==> src/rtl/irq_redir_router.sv <==
module irq_redir_router #(
  parameter int N_CPU  = 8,
  parameter int N_LINE = 16,
  parameter int HINT_W = 2,
  localparam int CPU_W  = $clog2(N_CPU),
  localparam int LINE_W = $clog2(N_LINE)
) (
  input  logic                     clk,
  input  logic                     rst_n,
  input  logic                     redir_strap,
  input  logic                     cfg_we,
  input  logic [LINE_W-1:0]        cfg_addr,
  input  logic [N_CPU-1:0]         cfg_wmask,
  input  logic                     cfg_wmode,
  output logic [N_CPU-1:0]         cfg_rmask,
  output logic                     cfg_rmode,
  output logic                     cfg_err,
  input  logic [N_CPU*HINT_W-1:0]  hint,
  input  logic                     irq_req,
  input  logic [LINE_W-1:0]        irq_line,
  output logic                     irq_ready,
  output logic                     dlv_valid,
  output logic [N_CPU-1:0]         dlv_cpu
);

  logic [CPU_W-1:0]        tgt_q [N_LINE];
  logic [N_LINE-1:0]       mode_q;
  logic                    redir_q;
  logic                    err_q;

  logic                    s1_vld;
  logic [CPU_W-1:0]        s1_tgt;
  logic                    s1_redir;
  logic [N_CPU*HINT_W-1:0] s1_hint;

  logic [CPU_W-1:0]        pick;
  logic [HINT_W-1:0]       pick_h;
  logic [CPU_W-1:0]        sel;
  logic                    accept;
  logic                    wr_ok;

  function automatic logic [CPU_W-1:0] low_idx(input logic [N_CPU-1:0] m);
    logic [CPU_W-1:0] r;
    r = '0;
    for (int i = N_CPU - 1; i >= 0; i--)
      if (m[i]) r = CPU_W'(i);
    return r;
  endfunction

  assign accept    = irq_req && irq_ready;
  assign wr_ok     = cfg_we && (cfg_wmask != '0);
  assign irq_ready = rst_n && !s1_vld;
  assign cfg_err   = err_q;
  assign cfg_rmask = N_CPU'(1) << tgt_q[cfg_addr];
  assign cfg_rmode = mode_q[cfg_addr];

  always_ff @(posedge clk) begin
    if (!rst_n) begin
      redir_q <= redir_strap;
      err_q   <= 1'b0;
      for (int i = 0; i < N_LINE; i++) begin
        tgt_q[i]  <= redir_strap ? '0 : CPU_W'(i % N_CPU);
        mode_q[i] <= redir_strap;
      end
    end else begin
      if (cfg_we && cfg_wmask == '0) err_q <= 1'b1;
      if (wr_ok) begin
        tgt_q[cfg_addr]  <= low_idx(cfg_wmask);
        mode_q[cfg_addr] <= cfg_wmode;
      end
    end
  end

  always_ff @(posedge clk) begin
    if (!rst_n) s1_vld <= 1'b0;
    else        s1_vld <= accept;
  end

  always_ff @(posedge clk) begin
    if (accept) begin
      s1_tgt   <= tgt_q[irq_line];
      s1_redir <= mode_q[irq_line] && redir_q;
      s1_hint  <= hint;
    end
  end

  always_comb begin
    pick   = s1_tgt;
    pick_h = s1_hint[s1_tgt*HINT_W +: HINT_W];
    for (int k = 1; k < N_CPU; k++) begin
      if (s1_hint[((int'(s1_tgt) + k) % N_CPU)*HINT_W +: HINT_W] < pick_h) begin
        pick   = CPU_W'((int'(s1_tgt) + k) % N_CPU);
        pick_h = s1_hint[((int'(s1_tgt) + k) % N_CPU)*HINT_W +: HINT_W];
      end
    end
  end

  assign sel = s1_redir ? pick : s1_tgt;

  always_ff @(posedge clk) begin
    if (!rst_n) begin
      dlv_valid <= 1'b0;
      dlv_cpu   <= '0;
    end else begin
      dlv_valid <= s1_vld;
      dlv_cpu   <= s1_vld ? (N_CPU'(1) << sel) : '0;
    end
  end

endmodule

==> config.mk <==
export PLATFORM = sky130hd
export DESIGN_NAME = irq_redir_router
export DESIGN_NICKNAME = d
export VERILOG_FILES = /design/src/rtl/irq_redir_router.sv
export SDC_FILE = /design/constraint.sdc
export NUM_CORES = 1
export LEC_CHECK = 0
export ABC_CLOCK_PERIOD_IN_PS = 7000
export CORE_MARGIN = 2
export CORE_UTILIZATION = 35
export CTS_BUF_LIST = sky130_fd_sc_hd__clkbuf_4 sky130_fd_sc_hd__clkbuf_8 sky130_fd_sc_hd__clkbuf_16
export CTS_CLUSTER_DIAMETER = 200
export DETAILED_ROUTE_END_ITERATION = 6
export MAX_ROUTING_LAYER = met4
export PLACE_DENSITY = 0.51
export SETUP_SLACK_MARGIN = 0.2
export SKIP_CTS_REPAIR_TIMING = 1
export SLEW_MARGIN = 30
export SYNTH_ARGS = -nofsm -noshare
export SYNTH_HDL_FRONTEND = slang
export SYNTH_SLANG_ARGS = --single-unit
==> constraint.sdc <==
create_clock -name clk -period 7 [get_ports clk]
set_input_delay 2.1 -clock clk [delete_from_list [all_inputs] [get_ports clk]]
set_output_delay 2.1 -clock clk [all_outputs]
set_load 0.05 [all_outputs]
==> metrics <==
status complete, no violations; FFs w/ async S/R, synth 0%; Hold Path End cfg_err$_SDFFE_PN0P_; hold path depth 2; final hold slack 509.5 ps; Setup violations, final 0; clock sinks 96; post-DP HPWL 12430 um; most used cell, CP mux4_2; Leak 2.535 nW; final WL 16950 um; post-route DRC violation count 0; die width 139.8 um; worst r2r src s1_tgt[1]$_DFFE_PP_; largest net degree at the start of global routing 45; Hold Vio Cnt, Final 0; Via Count 4814; ANT nets after route 0; total power 1.723 mW; Iter 0 DRT Violations 394; Top Ports 58; Max-cap violations 0; Tot GR Track Use 17.86%; Cells after Synth 549; crit-path max cell delay 570 ps; clk_skew 4.432 ps; CP delay by family, top multiplexers; n_diodes 0; worst path bufs/invs 3; final std cells w/o fill 818; Worst-Skew Late Latency 350 ps; slack of the critical path 414.2 ps; fin. max-slew vios 0; Die Y 139.8 um; fmax 151.8 MHz; CP Max Fanout 13; crit path time final 6586 ps; # fillers 1703; pre-CTS WS 393.1 ps; CP arrival 4490 ps; Root Buffer clkbuf_16; Hold Crit Class reg -> reg; Slew HR 31.84%; worst r2r path cells 18; Crit. End Element output port; Mean Syn Cell Area 11.76 um2; CTS tree built; Post-synth top flop edfxtp_1; Overflow after GRT 0; critical path class in -> out; final instance area 7596 um2; mapped cell area 6459 um2; vias in the first global route 4772; clock-pin slew on the worst setup and hold paths 60 ps; crit path launch type input pin; count of flip-flops with a built-in enable after synthesis 85; Area Growth Syn to Fin 17.61%; hold path startpoint cfg_err$_SDFFE_PN0P_; pwr dens 226.8 nW/um2; R2R Setup Slk 1570 ps; Final Wtd Congestion 0.8556; most frequent cells in the layout 85 x edfxtp_1, 61 x nor2_1, 49 x mux4_2; initial core utilization 35.83%; Syn. warnings 0; antenna violations before repair 0; Crit Reg-Reg Endpoint dlv_cpu[4]$_SDFF_PN0_; placed cell area 7308 um2; htree depth 3; Die ar. 19560 um2; first-pass GRT wire length 26310 um; Core ar. 18020 um2; drt pass-1 iters 6; final worst-path cycle share 94.08%; post-synthesis net count 602; Num CTS Buffers 9; Worst-Margin Slew 1022 ps; RSZ-0062 raised after global routing false; CTS Buffer Depth 2; DP Cell Count 803; Worst EP required 4900 ps; #FFs+latches synth 96; share of cells above drive strength 1 19.52%; FP Rows 49; vias per inst 5.885; critical path's slowest cell mux4_2; Yosys cell types 57; most common cell after layout, fill and taps aside edfxtp_1; crit-path cells clkdlybuf4s50_1 > buf_4 > mux4_2 > mux4_2 > nand2b_1 > nor2_1 > buf_12; setup tns final 0 ps; # nets final 638; Final Core Density 42.14%; DR WL/cell 20.72 um; VDD IR-drop max 0.0001228 V; sequential area share after synthesis 42.93%; number of port buffers 57
[how the worst max path moves through the flow]
stage                     slack, ps           end         from  cells after the start
final                           410  cfg_rmask[6]  cfg_addr[0]                      7
after global routing            280  cfg_rmask[6]  cfg_addr[0]                      7
after CTS                       390  cfg_rmask[2]  cfg_addr[0]                      7
after detailed placement        390  cfg_rmask[2]  cfg_addr[0]                      7
after global placement          400  cfg_rmask[6]  cfg_addr[0]                      7
after floorplan                  60  cfg_rmask[2]  cfg_addr[0]                      5
[power breakdown]
| group | switching [mW] | internal, mW |
|---|---|---|
| combinational | 0.298 | 0.234 |
| sequential | 0.0260 | 0.668 |
| clock | 0.215 | 0.281 |
| total | 0.539 | 1.18 |
[flip-flops by register name, indices dropped and copies added (netlist names)]
register,count
s1_redir,1
redir_q,1
dlv_cpu,8
dlv_valid,1
mode_q,16
s1_tgt,3
tgt_q,48
cfg_err,1
s1_hint,16
s1_vld,1
[area by class of cell]
class / count / area (um2) / share of cell area [%]
clock buffer: 11 / 240.2 / 3.163
clock inverter: 4 / 46.29 / 0.6095
inverter: 16 / 60.06 / 0.7906
multi-input combinational: 395 / 3475 / 45.74
sequential: 96 / 2773 / 36.50
tap: 229 / 286.5 / 3.772
timing repair buffer: 67 / 715.7 / 9.422
[layer usage]
layer | global-route usage, % | vias to the layer above | wire length (um)
li1 | - | 2240 | -
met1 | 20.86 | 2391 | 6865
met2 | 31.76 | 155 | 9077
met3 | 2.581 | 28 | 690
met4 | 5.632 | 0 | 316
met5 | - | - | 0
[cells by family after synthesis]
group | share of synthesized area, %
compound gates | 13.52
xor+xnor | 0.4069
fa+ha+maj | 2.906
buf+inv | 3.526
flops | 42.93
mux | 25.16
simple gates | 11.55
[cell usage after synthesis (3+ instances only)]
master	count	area (um2)
buf_1	4	15.01
o21ai_0	38	190.2
o21ba_2	3	30.03
a21oi_1	23	115.1
inv_1	15	56.30
o22ai_1	4	25.02
clkbuf_1	35	131.4
o31a_1	5	43.79
edfxtp_1	85	2552
nor4_1	6	37.54
mux4_2	49	1104
o31ai_1	20	150.1
dfxtp_1	11	220.2
and2_1	6	37.54
mux4_1	5	131.4
a211oi_1	4	30.03
nor3_1	14	70.07
nand2_1	18	67.56
o211ai_1	4	30.03
ha_1	15	187.7
o21bai_1	7	52.55
nor2b_1	8	50.05
mux2i_1	24	240.2
a31oi_1	4	25.02
nor2_1	61	229.0
nand3_1	19	95.09
nand2b_1	10	62.56
or2_2	7	43.79
mux2_2	11	123.9
[worst min-delay path: stages, from the launching register on]
cell	delay, ps
dfxtp_1	350
a31oi_1	50
nor2_1	80
Power figures use the tool's default switching activity.
